<file path="src/rtl/sg_pkg.sv">
package sg_pkg;
    localparam int ADDR_W   = 19;
    localparam int SEC_W    = 4;
    localparam int N_SEC    = 1 << SEC_W;
    localparam int SEC_LSB  = ADDR_W - SEC_W;
    localparam int DATA_W   = 8;
    localparam int PAT_HI   = 6;
    localparam int PAT_MID  = 1;
    localparam int PAT_LO   = 0;

    typedef logic [SEC_W-1:0]  sec_t;
    typedef logic [ADDR_W-1:0] addr_t;

    typedef enum logic [1:0] {
        PAT_NONE,
        PAT_PROT,
        PAT_UNPROT
    } pat_e;

    typedef struct packed {
        logic hv_ok;
        logic vfy_ok;
        pat_e pat;
        sec_t sector;
    } dec_t;

    typedef enum logic [1:0] {
        SQ_IDLE,
        SQ_PROT,
        SQ_UNPROT,
        SQ_WAIT
    } sq_e;

    function automatic pat_e decode_pat(input addr_t a);
        logic [2:0] p;
        p = {a[PAT_HI], a[PAT_MID], a[PAT_LO]};
        case (p)
            3'b010:  return PAT_PROT;
            3'b110:  return PAT_UNPROT;
            default: return PAT_NONE;
        endcase
    endfunction

    function automatic sec_t sector_of(input addr_t a);
        return a[ADDR_W-1:SEC_LSB];
    endfunction
endpackage

</file>
<file path="src/rtl/sg_decode.sv">
module sg_decode
    import sg_pkg::*;
(
    input  logic  ce_n,
    input  logic  we_n,
    input  logic  oe_n,
    input  logic  hv_a9,
    input  logic  hv_oe,
    input  addr_t addr,
    output dec_t  dec
);
    always_comb begin
        dec.pat    = decode_pat(addr);
        dec.sector = sector_of(addr);
        // write-side entry: both high-voltage flags, chip selected
        dec.hv_ok  = hv_a9 & hv_oe & ~ce_n;
        // read-side verify: only the address pin at high voltage
        dec.vfy_ok = hv_a9 & ~hv_oe & ~oe_n & we_n & ~ce_n &
                     (dec.pat != PAT_NONE);
    end
endmodule

</file>
<file path="src/rtl/sg_seq.sv">
module sg_seq
    import sg_pkg::*;
#(
    parameter int UNPROT_CYCLES = 8
) (
    input  logic  clk,
    input  logic  rst,
    input  logic  we_n,
    input  addr_t addr,
    input  dec_t  dec,
    input  logic  all_set,
    output logic  set_stb,
    output sec_t  set_sec,
    output logic  clr_stb
);
    localparam int CNT_W = $clog2(UNPROT_CYCLES + 1);
    localparam logic [CNT_W-1:0] CNT_LAST = CNT_W'(UNPROT_CYCLES - 1);

    sq_e              st, st_nx;
    logic             we_q;
    addr_t            lat, lat_nx;
    logic [CNT_W-1:0] cnt, cnt_nx;
    logic             fall, held;

    assign fall    = we_q & ~we_n;
    assign held    = dec.hv_ok & (addr == lat);
    assign set_sec = sector_of(lat);

    always_comb begin
        st_nx   = st;
        lat_nx  = lat;
        cnt_nx  = cnt;
        set_stb = 1'b0;
        clr_stb = 1'b0;
        case (st)
            SQ_IDLE: begin
                if (fall && dec.hv_ok && dec.pat == PAT_PROT) begin
                    st_nx  = SQ_PROT;
                    lat_nx = addr;
                end else if (fall && dec.hv_ok && dec.pat == PAT_UNPROT) begin
                    st_nx  = SQ_UNPROT;
                    lat_nx = addr;
                    cnt_nx = CNT_W'(1);
                end
            end
            SQ_PROT: begin
                if (!held) begin
                    st_nx = we_n ? SQ_IDLE : SQ_WAIT;
                end else if (we_n) begin
                    set_stb = 1'b1;
                    st_nx   = SQ_IDLE;
                end
            end
            SQ_UNPROT: begin
                if (!held || we_n) begin
                    st_nx = we_n ? SQ_IDLE : SQ_WAIT;
                end else if (cnt == CNT_LAST) begin
                    clr_stb = all_set;
                    st_nx   = SQ_WAIT;
                end else begin
                    cnt_nx = cnt + CNT_W'(1);
                end
            end
            default: begin
                if (we_n) st_nx = SQ_IDLE;
            end
        endcase
    end

    always_ff @(posedge clk) begin
        if (rst) begin
            st   <= SQ_IDLE;
            we_q <= 1'b1;
            lat  <= '0;
            cnt  <= '0;
        end else begin
            st   <= st_nx;
            we_q <= we_n;
            lat  <= lat_nx;
            cnt  <= cnt_nx;
        end
    end
endmodule

</file>
<file path="src/rtl/sg_bits.sv">
module sg_bits
    import sg_pkg::*;
(
    input  logic             clk,
    input  logic             rst,
    input  logic             set_stb,
    input  sec_t             set_sec,
    input  logic             clr_stb,
    output logic [N_SEC-1:0] bits,
    output logic             all_set
);
    for (genvar i = 0; i < N_SEC; i++) begin : g_sec
        always_ff @(posedge clk) begin
            if (rst || clr_stb)
                bits[i] <= 1'b0;
            else if (set_stb && set_sec == sec_t'(i))
                bits[i] <= 1'b1;
        end
    end

    assign all_set = &bits;
endmodule

</file>
<file path="src/rtl/sg_readout.sv">
module sg_readout
    import sg_pkg::*;
(
    input  logic              clk,
    input  logic              rst,
    input  dec_t              dec,
    input  logic [N_SEC-1:0]  bits,
    output logic [DATA_W-1:0] dout,
    output logic              dout_en
);
    always_ff @(posedge clk) begin
        if (rst || !dec.vfy_ok) begin
            dout    <= '0;
            dout_en <= 1'b0;
        end else begin
            dout    <= {{(DATA_W-1){1'b0}}, bits[dec.sector]};
            dout_en <= 1'b1;
        end
    end
endmodule

</file>
<file path="src/rtl/sector_guard.sv">
module sector_guard
    import sg_pkg::*;
#(
    parameter int UNPROT_CYCLES = 8
) (
    input  logic              clk,
    input  logic              rst,
    input  logic              ce_n,
    input  logic              we_n,
    input  logic              oe_n,
    input  logic [ADDR_W-1:0] addr,
    input  logic              hv_a9,
    input  logic              hv_oe,
    output logic [DATA_W-1:0] dout,
    output logic              dout_en,
    output logic [N_SEC-1:0]  inhibit
);
    dec_t dec;
    logic set_stb, clr_stb, all_set;
    sec_t set_sec;

    sg_decode u_dec (
        .ce_n(ce_n), .we_n(we_n), .oe_n(oe_n),
        .hv_a9(hv_a9), .hv_oe(hv_oe), .addr(addr), .dec(dec)
    );

    sg_seq #(.UNPROT_CYCLES(UNPROT_CYCLES)) u_seq (
        .clk(clk), .rst(rst), .we_n(we_n), .addr(addr), .dec(dec),
        .all_set(all_set), .set_stb(set_stb), .set_sec(set_sec),
        .clr_stb(clr_stb)
    );

    sg_bits u_bits (
        .clk(clk), .rst(rst), .set_stb(set_stb), .set_sec(set_sec),
        .clr_stb(clr_stb), .bits(inhibit), .all_set(all_set)
    );

    sg_readout u_rd (
        .clk(clk), .rst(rst), .dec(dec), .bits(inhibit),
        .dout(dout), .dout_en(dout_en)
    );
endmodule

</file>
<file path="config.mk">
export PLATFORM = sky130hd
export DESIGN_NAME = sector_guard
export DESIGN_NICKNAME = d
export VERILOG_FILES = /design/src/rtl/sg_pkg.sv /design/src/rtl/sg_decode.sv /design/src/rtl/sg_seq.sv /design/src/rtl/sg_bits.sv /design/src/rtl/sg_readout.sv /design/src/rtl/sector_guard.sv
export SDC_FILE = /design/constraint.sdc
export NUM_CORES = 1
export LEC_CHECK = 0
export CORE_ASPECT_RATIO = 1.5
export CORE_MARGIN = 2
export CORE_UTILIZATION = 45
export CTS_CLUSTER_DIAMETER = 30
export DETAILED_ROUTE_END_ITERATION = 12
export HOLD_SLACK_MARGIN = 0.05
export PLACE_DENSITY_LB_ADDON = 0.2
export RECOVER_POWER = 100
export SYNTH_ARGS = -nofsm -noshare
export SYNTH_HDL_FRONTEND = slang
export SYNTH_SLANG_ARGS = --single-unit
</file>
<file path="constraint.sdc">
create_clock -name clk -period 2.1 [get_ports clk]
set_clock_uncertainty 0.2 [all_clocks]
set_input_delay 0.42 -clock clk [delete_from_list [all_inputs] [get_ports clk]]
set_output_delay 0.42 -clock clk [all_outputs]
set_load 0.005 [all_outputs]
</file>
==> Word level (Yosys, flattened, before mapping) <==
Index checks and enable logic that the tools add are counted.
{ "totals": {"regBits": 51, "inputBits": 26, "out_inout_bits": 25, "wordCells": 125} }
{ "classes": {"n_addsub": 1, "order_cmp": 1, "eq_ne": 29, "n_mux": 25, "n_bitwise": 13, "reduce_logical": 33} }
{ "op_table": {"columns": ["operator", "n"], "rows": [
  ["2-to-1 mux 19 bit", 2],
  ["== test 4 bit, second input constant", 8],
  ["== test 4 x 3 -> 1 bit, second input constant", 5],
  ["== test 19 bit", 1],
  ["logical AND 1 bit", 19],
  ["2-to-1 mux 4 bit", 4],
  ["AND reduction 16 bit", 1],
  ["2-to-1 mux 2 bit", 7],
  ["bitwise AND 1 bit", 9],
  ["== test 4 x 2 -> 1 bit, second input constant", 2],
  ["2-to-1 mux 1 bit", 8],
  ["one-hot mux 4 bit (2 select lines)", 1],
  ["inequality test 2 bit, second input constant", 3],
  ["inequality test 3 x 1 -> 1 bit, second input constant", 2],
  ["one-hot mux 2 bit (3 select lines)", 1],
  ["nonzero test 2 bit", 3],
  ["< comparator 4 x 5 -> 1 bit, second input constant", 1],
  ["AND reduction 5 bit", 1],
  ["adder 4 x 1 -> 4 bit, second input constant", 1],
  ["binary-select mux 1 bit (select 4 bit)", 1],
  ["== test 2 x 1 -> 1 bit, second input constant", 2],
  ["== test 2 bit, second input constant", 2],
  ["== test 4 x 1 -> 1 bit, second input constant", 1],
  ["zero test 4 bit", 1],
  ["other kinds (9)", 16]
]} }

==> Longest topological paths before layout <==
Gate-level depths: netlist of run 1.
{ "depth": {"word_depth": 9, "mapped_depth": 7, "mapped_depth_nobuf": 5} }

==> Modules after synthesis <==
From an unflattened synthesis of run 1, not the netlist that was laid out.
{ "hier_totals": {"cells_unflattened": 223, "area_unflattened_um2": 2306.0} }
{ "by_module_without_submodules": {"columns": ["module", "n_inst", "cells_per_inst", "area_per_inst_um2", "seq_area_each_um2"], "rows": [
  ["sg_seq", 1, 141, 1393.8, 520.5],
  ["sg_bits", 1, 47, 579.3, 320.3],
  ["sg_readout", 1, 26, 257.7, 40.0],
  ["sg_decode", 1, 9, 75.1, 0.0]
]} }

==> Least setup slack after synthesis of run 1 <==
OpenSTA, ideal clock, no wires.
{ "synth_path": {"path_kind": "in2reg", "start": "input addr[15]", "end": "register u_rd.dout[0]", "setup_ps": 115, "t_arrival_ps": 1639, "t_required_ps": 1785, "setup_slack_ps": 146, "cell_stages": 4, "path_buffers": 1, "path_cell_list": "buf_6 -> mux4_1 -> mux4_2 -> and2_1"} }
{ "synth_via": {"elab_chain_len": 2} }
{ "synth_rtl": {"columns": ["item", "line_no", "source"], "rows": [
  ["start: declaration", "sector_guard.sv:11", "input logic [ADDR_W-1:0] addr,"],
  ["binary-select mux 1 bit (select 4 bit)", "sg_readout.sv:16", "dout <= {{(DATA_W-1){1'b0}}, bits[dec.sector]};"],
  ["2-to-1 mux 1 bit (implied by the code)", "sg_readout.sv:16", null],
  ["end signal: assignment", "sg_readout.sv:16", null],
  ["end: declaration", "sg_readout.sv:8", "output logic [DATA_W-1:0] dout,"]
]} }
Every way passes these cells. The select of a mux whose other input is x is not followed.
A chain may end at the register's enable or synchronous reset.

==> Worst setup path after layout of run 1 <==
{ "layout_path": {"start": "input addr[6]", "end": "register u_bits.bits[15]"} }
{ "layout_via": {"elab_chain_len": 7, "elab_cells_between_ends": 10, "cone_classes": "eq/ne (1); mux (4); bitwise (1); reduce/logical (4)"} }
{ "layout_rtl": {"columns": ["item", "line_no", "source"], "rows": [
  ["== test 19 bit (*)", "sg_seq.sv:26", "assign held = dec.hv_ok & (addr == lat);"],
  ["bitwise AND 1 bit (*)", "sg_seq.sv:26", null],
  ["zero test 1 bit", null, null],
  ["logical OR 1 bit", "sg_seq.sv:55", "if (!held || we_n) begin"],
  ["2-to-1 mux 1 bit", "sg_seq.sv:55", null],
  ["2-to-1 mux 1 bit", "sg_seq.sv:35", "case (st)"],
  ["logical OR 1 bit", "sg_bits.sv:14", "if (rst || clr_stb)"],
  ["end signal: indexed assignment", "sg_bits.sv:15", "bits[i] <= 1'b0;"],
  ["end signal: indexed assignment", "sg_bits.sv:17", "bits[i] <= 1'b1;"],
  ["end: declaration", "sg_bits.sv:9", "output logic [N_SEC-1:0] bits,"]
]} }
Every way passes the cells marked *; elsewhere a longest branch is shown, timed or not.

==> reports/qor.yml, run 1 <==
floorplanning:
  io_pins: 51
  die_x_um: 61.5
  start_util_pct: 46.4
  dieHeight_um: 90.3
  coreArea_um2: 4810
  num_rows: 31
  dieArea_um2: 5550
detailed_routing:
  dr.pass1.iters: 4
  via_count: 2103
  drt-total-wl_mm: 5.57
  drt_first_iter_violations: 100
  drc: 0
  ant_nets: 0
  routed_via_density: 5.39
  wl_per_cell_um: 14.3
cts:
  cts_hold_buf: 0
  cts_max_level: 2
  cts_max_path_buffers: 2
  root_buffer: "clkbuf_8"
  path_clk_slew_ns: 0.08
  numCtsBuffers: 5
  tritoncts: "built"
  clock_sinks: 44
  clkLatencyLatePin_ns: 0.30
layout:
  drive_gt1_share_pct: 14.8
  n_antenna_cell: 0
  nNetsFinal: 350
  fin_cells: 390
  n_fill_cell: 438
  postLayoutCellArea_um2: 3020
  synthToLayoutAreaGrowth_pct: 35.4
pwr:
  p_leak_uw: 0.00121
  p_per_area_nw_per_um2: 563
  ir_drop_mv: 0.593
placed_design:
  gp_congestion: 0.861
  dp_cells: 382
  placed_area_um2: 2880
  io_buffers: 43
  dp_hpwl_mm: 4.35
sta:
  setup_viol_count_final: 0
  hold_violations: 0
  rsz0062_at_grt: "false"
  clock.fmax_mhz: 499
  period_needed_ns: 2.00
  fin_hold_ws_ns: 0.270
  finalMaxSlewViolations: 0
  post-route-period-util_pct: 95.5
grt:
  track_usage_pct: 21.5
  grt_overflow_total: 0
  grt_pass1_wl_mm: 9.01
  grt_max_degree: 18
  grt_pass1_vias: 1947
  antenna_found_initial: 0
logic_synthesis:
  ys_seq_area_share_pct: 39.4
  yosysWarnings: 0
  yosysUniqueCellTypes: 38
  dominantRegCellSynth: "dfxtp_1"
  yosysTopAreaCell: "dfxtp_1"
  netlist_instances: 260
  yosysMostFrequentCell: "dfxtp_1"
  async_reset_ff_share_pct: 0
  ys_top_cells_by_area: "dfxtp_1 39%, xnor2_1 7.5%, nand2_1 6.7%, a21oi_1 4.7%, a31oi_1 4.5%"
  netlist_area_um2: 2230
  avgSynthCellArea_um2: 8.59
  synth_edf_count: 0
  yosysTopAreaCellShare_pct: 39.4
  ys_seq_elements: 44
  synthTopCellsByCount: "44 x dfxtp_1, 40 x nand2_1, 23 x nor2_1, 21 x a21oi_1, 19 x xnor2_1"
critical_path:
  cp.arrival_ns: 2.00
  crit_fanout: 16
  cp-end-kind: "flop"
  criticalPathCategory: "input pin to flop"
  cp_data_required_time_ns: 2.09
  cp-start-kind: "input pin"
outcome:
  status: "completed"
flow_run:
  max_cap_viol_count: 0
min_path:
  worstHoldPathType: "flop to flop"
[flip-flops by register name, summed over array words and instances, names as in the netlist]
register      count
u_bits.bits      16
u_rd.dout         1
u_rd.dout_en      1
u_seq.cnt         4
u_seq.lat        19
u_seq.st          2
u_seq.we_q        1
[through the flow]
step | worst slack (ns) | util (%) | power [µW] | TNS (ns)
floorplan | 0.146 | - | 931 | 0
global placement | -0.398 | 59.8 | 1020 | -9.02
detailed placement | -0.421 | 59.8 | 1020 | -9.25
CTS | 0.0270 | 62.4 | 1710 | 0
global route | 0.00653 | 62.9 | 1770 | 0
finish | 0.0951 | 62.9 | 1700 | 0
[layer usage]
metal,wire [µm],up-vias,GRT usage [%]
li1,-,1032,-
met1,2150,967,25.5
met2,2940,84,35.2
met3,244,20,4.30
met4,225,0,10.8
met5,0,-,0
[placed cells by master, fill, tap and decap left out, types with 3 or more instances in the layout]
cell type        instances
dfxtp_1                 44
nand2_1                 40
buf_4                   28
nor2_1                  23
clkdlybuf4s50_1         23
a21oi_1                 20
xnor2_1                 18
dlygate4sd3_1           18
a31oi_1                 16
nand4_1                 12
and3_1                   8
conb_1                   7
clkbuf_8                 7
nor4_1                   5
nand3_1                  5
nor2b_1                  5
nand2b_1                 4
mux2i_1                  3
nor3_1                   3
nor3b_1                  3
mux4_1                   3
[worst max-delay path: stages]
cell and delay [ns]:
clkdlybuf4s50_1 0.43, xnor2_1 0.26, nand4_1 0.19, nor3_4 0.26, a41o_2 0.25, buf_12 0.14
nor2_1 0.05
[cells by family (layout without fill, tap and decap cells)]
| logic type | after synthesis | count (layout) | share of synthesized area, % |
|---|---|---|---|
| buffers and inverters | 25 | 83 | 6.83 |
| and+or+nand+nor | 121 | 121 | 27.8 |
| AOI/OAI and AO/OA | 41 | 41 | 10.9 |
| other | 1 | 7 | 0.168 |
| adders and majority gates | 1 | 1 | 0.560 |
| xor gates and xnor gates | 19 | 19 | 7.45 |
| DFF | 44 | 44 | 39.4 |
| muxes | 8 | 8 | 6.89 |
[worst paths after layout]
path	from	end	slack, ns	depth (start not counted)
worst min-delay path	u_seq.lat[12]$_SDFFE_PP0P_	u_seq.lat[12]$_SDFFE_PP0P_	0.27	2
worst max register to register	u_seq.lat[18]$_SDFFE_PP0P_	u_bits.bits[15]$_SDFFE_PP0P_	0.23	6
worst max-delay path	addr[6]	u_bits.bits[15]$_SDFFE_PP0P_	0.1	7
worst min register to register	u_seq.lat[12]$_SDFFE_PP0P_	u_seq.lat[12]$_SDFFE_PP0P_	0.27	2
[where the power goes]
part | internal [µW] | switching (µW) | leakage, µW
Combinational | 91.2 | 66.8 | 0.000791
Clock | 420 | 284 | 0.0000645
Sequential | 837 | 2.68 | 0.000355
Total | 1350 | 354 | 0.00121
[area by class of cell]
cell class	count	area (µm²)	share of cell area, %
multi-input cells	197	1240	41.0
flip-flops and latches	44	881	29.1
repair buffers	74	689	22.8
clock buffers	7	96.3	3.19
well taps	66	82.6	2.73
clock inverters	1	30.0	0.993
inverters	1	3.75	0.124
[timing repair]
action / 4_1_cts / 5_1_grt
endpoints found under the setup margin: 1 / 6
pin swaps: 0 / 1
resized for setup: 2 / 5
setup buffers: 0 / 0
No activity file was read; power rests on OpenSTA's default activity.
==> run 2, diff against run 1 <==
- GPL_TIMING_DRIVEN: default -> 0
==> run 2 against run 1 <==
Against the previous run: register-to-register slack hardly changed; core utilization fell by 2.0 points; critical endpoint is now u_seq.lat[14]$_SDFFE_PP0P_; hold slack got worse by 0.087 ns; routed wire length shrank 2.2%; largest cell class unchanged.
==> reports/qor.yml, run 2 (synthesized netlist as in run 1, its figures left out) <==
sta:
  setup_ws_ns: 0.0945
  final.setup.tns_ns: 0
  slew_headroom_pct: 66.9
  post-route-period-util_pct: 95.5
  period_needed_ns: 2.01
  clock.fmax_mhz: 499
  setup_viol_count_final: 0
  tightestPinTransition_ns: 0.495
  hold_violations: 0
  fin_hold_ws_ns: 0.182
  finalMaxSlewViolations: 0
pwr:
  p_leak_uw: 0.00119
  ir_drop_mv: 0.285
  p_per_area_nw_per_um2: 532
layout:
  synthToLayoutAreaGrowth_pct: 31.1
  largestRegisters: "u_seq.lat (19), u_bits.bits (16), u_seq.cnt (4)"
  n_fill_cell: 463
  final_common_cell: "dfxtp_1"
  nNetsFinal: 345
  regMostFlops: "u_seq.lat"
  drive_gt1_share_pct: 13.8
  n_antenna_cell: 0
  final_cell_mix: "44 x dfxtp_1, 40 x nand2_1, 22 x nor2_1"
  largest_reg_flops: 19
  final_util_pct: 60.9
  fin_cells: 384
critical_path:
  cp.arrival_ns: 1.98
  reg2reg_slack_ns: 0.22
  timing.rr.start: "u_seq.lat[17]$_SDFFE_PP0P_"
  cp-start-kind: "input pin"
  criticalPathCategory: "input pin to flop"
  timing.rr.end: "u_bits.bits[10]$_SDFFE_PP0P_"
  cp-end-kind: "flop"
  r2r_cells: 7
  crit_fanout: 10
  cp_data_required_time_ns: 2.07
placed_design:
  dp_hpwl_mm: 4.09
  dp_slack_ns: -0.558
  io_buffers: 40
  dp_cells: 372
  gp_congestion: 0.820
detailed_routing:
  met3_wirelength_um: 261
  highest_layer: "met4"
  routed_via_density: 5.37
  met2RoutedLength_mm: 2.93
  drt_first_iter_violations: 52
  via_count: 2063
  ant_nets: 0
  drc: 0
  wl_per_cell_um: 14.2
  dr.pass1.iters: 4
  drt-total-wl_mm: 5.45
  met1_length_mm: 2.09
grt:
  track_usage_pct: 21.0
  antenna_found_initial: 0
  grt_max_degree: 13
  grt_pass1_vias: 1908
  grt_pass1_wl_mm: 8.87
  grt_overflow_total: 0
cts:
  path_clk_slew_ns: 0.08
  clkLatencyLatePin_ns: 0.30
  cts_max_level: 2
  tritoncts: "built"
  cts_max_path_buffers: 2
  numCtsBuffers: 5
  cts_hold_buf: 0
  root_buffer: "clkbuf_8"
  clock_sinks: 44
floorplanning:
  start_util_pct: 46.4
  dieHeight_um: 90.3
  coreArea_um2: 4810
  io_pins: 51
  dieArea_um2: 5550
  num_rows: 31
  die_x_um: 61.5
min_path:
  holdPathStages: 3
  min_to: "u_seq.lat[17]$_SDFFE_PP0P_"
  worstHoldPathType: "input pin to flop"
  hp-start: "addr[17]"
flow_run:
  max_cap_viol_count: 0
outcome:
  status: "completed"
run 2: worst max path at each step:
| stage | start | endpoint | slack, ns | cells past startpoint |
|---|---|---|---|---|
| 5_1_grt | addr[1] | u_seq.lat[6]$_SDFFE_PP0P_ | -0.04 | 7 |
| 4_1_cts | hv_oe | u_bits.bits[9]$_SDFFE_PP0P_ | 0.009 | 7 |
| 3_3_place_gp | we_n | u_seq.lat[5]$_SDFFE_PP0P_ | -0.52 | 6 |
| 3_5_place_dp | we_n | u_seq.lat[14]$_SDFFE_PP0P_ | -0.56 | 6 |
| 6_report | addr[1] | u_seq.lat[14]$_SDFFE_PP0P_ | 0.09 | 7 |
| 2_1_floorplan | addr[15] | u_rd.dout[0]$_SDFF_PN0_ | 0.15 | 4 |
run 2: critical path: stages:
cell	delay [ns]
clkdlybuf4s50_1	0.56
nor4bb_4	0.30
buf_4	0.18
nand3_4	0.13
buf_2	0.24
nand2_1	0.08
a21oi_1	0.06
run 2: where the power goes:
part,internal (µW),switching (µW)
registers,837,2.18
logic,81.7,66.0
clock network,293,278
total,1210,346
run 2: stage by stage:
step                      cell area, µm²  power (µW)
after CTS                           2890        1560
after global routing                2930        1610
after floorplan                     2260         931
after detailed placement            2740         998
after global placement              2740         997
final                               2930        1560
run 2: timing repair:
action                                 in CTS  in global routing
setup buffers                               2                  3
endpoints found under the hold margin       0                  0
pin swaps                                   2                  2
setup endpoints to repair                  32                 38
resized for setup                          10                 10
run 2: metal layers:
metal  GRT usage, %  up-vias
met5              0        -
met4           8.87        0
met3           3.87       15
met2           36.4       67
met1           23.8      951
li1               -     1030
run 2: cell type report:
| class | instances | area, µm² | share of cell area, % |
|---|---|---|---|
| plain buffers | 24 | 160 | 5.47 |
| well taps | 66 | 82.6 | 2.82 |
| inverters | 1 | 3.75 | 0.128 |
| flip-flops and latches | 44 | 881 | 30.1 |
| multi-input cells | 197 | 1270 | 43.3 |
| repair buffers | 45 | 438 | 15.0 |
| clock buffers | 7 | 96.3 | 3.29 |
==> run 3, diff against run 2 <==
- REMOVE_ABC_BUFFERS: default -> 1
==> run 3 against run 2 <==
Against the previous run: largest cell class unchanged; flip-flop and latch count unchanged; maximum frequency shrank 3.0%; critical endpoint is now u_bits.bits[1]$_SDFFE_PP0P_; count of clock-buffer cells in the layout shrank 2.
==> reports/qor.yml, run 3 (synthesized netlist as in run 1, its figures left out) <==
placed_design:
  dp_cells: 351
  dp_hpwl_mm: 3.65
  io_buffers: 43
  gp_congestion: 0.911
  dp_slack_ns: -1.27
grt:
  antenna_found_initial: 0
  grt_max_degree: 28
  grt_pass1_wl_mm: 9.66
  grt_overflow_total: 0
  grt_pass1_vias: 2101
  track_usage_pct: 22.7
critical_path:
  timing.rr.end: "u_bits.bits[1]$_SDFFE_PP0P_"
  startpoint: "ce_n"
  cp-start-kind: "input pin"
  cp_data_required_time_ns: 2.08
  reg2reg_slack_ns: 0.13
  cp_slowest_cell: "clkdlybuf4s50_1"
  criticalPathCategory: "input pin to flop"
  worstPathCellList: "clkdlybuf4s50_1 -> and3b_2 -> nand4_1 -> buf_6 -> nor3_4 -> a41o_4 -> nor2_1"
  timing.rr.start: "u_seq.lat[16]$_SDFFE_PP0P_"
  cp.arrival_ns: 2.05
  slowest_delay_ns: 0.42
  r2r_cells: 5
  crit_fanout: 16
  crit_end: "u_bits.bits[1]$_SDFFE_PP0P_"
  cp-end-kind: "flop"
min_path:
  worstHoldPathType: "input pin to flop"
layout:
  synthToLayoutAreaGrowth_pct: 34.6
  final_cell_mix: "44 x dfxtp_1, 40 x nand2_1, 22 x nor2_1"
  largest_reg_flops: 19
  fin_cells: 378
  n_fill_cell: 428
  final_common_cell: "dfxtp_1"
  drive_gt1_share_pct: 13.1
  regMostFlops: "u_seq.lat"
  n_antenna_cell: 0
  largestRegisters: "u_seq.lat (19), u_bits.bits (16), u_seq.cnt (4)"
  nNetsFinal: 339
sta:
  period_needed_ns: 2.07
  post-route-period-util_pct: 98.5
  setup_ws_ns: 0.0318
  tightestPinTransition_ns: 0.992
  hold_violations: 0
  slew_headroom_pct: 33.9
  finalMaxSlewViolations: 0
  setup_viol_count_final: 0
  clock.fmax_mhz: 484
cts:
  cts_max_level: 2
  root_buffer: "clkbuf_8"
  clock_sinks: 44
  numCtsBuffers: 5
  cts_max_path_buffers: 2
  clkLatencyLatePin_ns: 0.29
  path_clk_slew_ns: 0.08
  tritoncts: "built"
  cts_hold_buf: 0
outcome:
  status: "completed"
detailed_routing:
  dr.pass1.iters: 4
  routed_via_density: 5.62
  drc: 0
  drt-total-wl_mm: 6.02
  ant_nets: 0
  wl_per_cell_um: 15.9
  via_count: 2124
  drt_first_iter_violations: 146
pwr:
  total_power_uw: 1730
  ir_drop_mv: 0.417
  p_per_area_nw_per_um2: 576
  p_leak_uw: 0.00121
floorplanning:
  dieHeight_um: 90.3
  coreArea_um2: 4810
  num_rows: 31
  dieArea_um2: 5550
  io_pins: 51
  die_x_um: 61.5
  start_util_pct: 46.4
flow_run:
  max_cap_viol_count: 0
[run 3: metrics by stage]
stage,hold slack [ns],TNS (ns),cell area (µm²),utilization (%)
floorplan,0.241,-4.78,2110,-
global placement,0.254,-39.28,2620,54.5
detailed placement,0.259,-39.09,2620,54.5
CTS,0.270,-0.165,2910,60.5
global route,0.270,-0.394,3010,62.5
finish,0.243,0,3010,62.5
[run 3: cell type report]
cell class                 instances  area [µm²]  area share [%]
multi-input combinational        200        1340            44.4
tap                               66        82.6            2.75
clock buffer                       5        68.8            2.29
sequential                        44         881            29.3
clock inverter                     2        60.1            2.00
inverter                           1        3.75           0.125
timing repair buffer              60         574            19.1
[run 3: worst max-delay path: cells and delay by family]
kind / cells / cell delay [ns]
AOI/OAI and AO/OA: 1 / 0.37
buffers and inverters: 2 / 0.58
and+or+nand+nor: 4 / 0.67
[run 3: timing repair]
action,4_1_cts,5_1_grt
gates cloned,3,0
resized for setup,15,11
setup endpoints to repair,42,39
buffers inserted,11,7
pin swaps,16,11
hold endpoints to repair,0,0
[run 3: per-layer routing]
metal	wire (µm)	global-route usage, %
met5	0	0
met4	202	10.1
met3	542	4.73
met2	2960	36.4
met1	2320	28.1
[run 3: worst min-delay path by stage]
stage	startpoint	end	slack, ns	cells past startpoint
3_3_place_gp	u_seq.cnt[3]$_SDFFE_PP0P_	u_seq.cnt[3]$_SDFFE_PP0P_	0.25	2
3_5_place_dp	u_seq.lat[4]$_SDFFE_PP0P_	u_seq.lat[4]$_SDFFE_PP0P_	0.26	2
2_1_floorplan	u_seq.cnt[3]$_SDFFE_PP0P_	u_seq.cnt[3]$_SDFFE_PP0P_	0.24	2
5_1_grt	addr[18]	u_seq.lat[18]$_SDFFE_PP0P_	0.27	3
4_1_cts	u_seq.lat[4]$_SDFFE_PP0P_	u_seq.lat[4]$_SDFFE_PP0P_	0.27	2
6_report	addr[18]	u_seq.lat[18]$_SDFFE_PP0P_	0.24	3
[run 3: power by group]
part	internal [µW]	leakage (µW)	total, µW	switching, µW
Clock	468	0.0000642	748	280
Sequential	837	0.000355	841	3.34
Combinational	76.1	0.000792	143	67.3
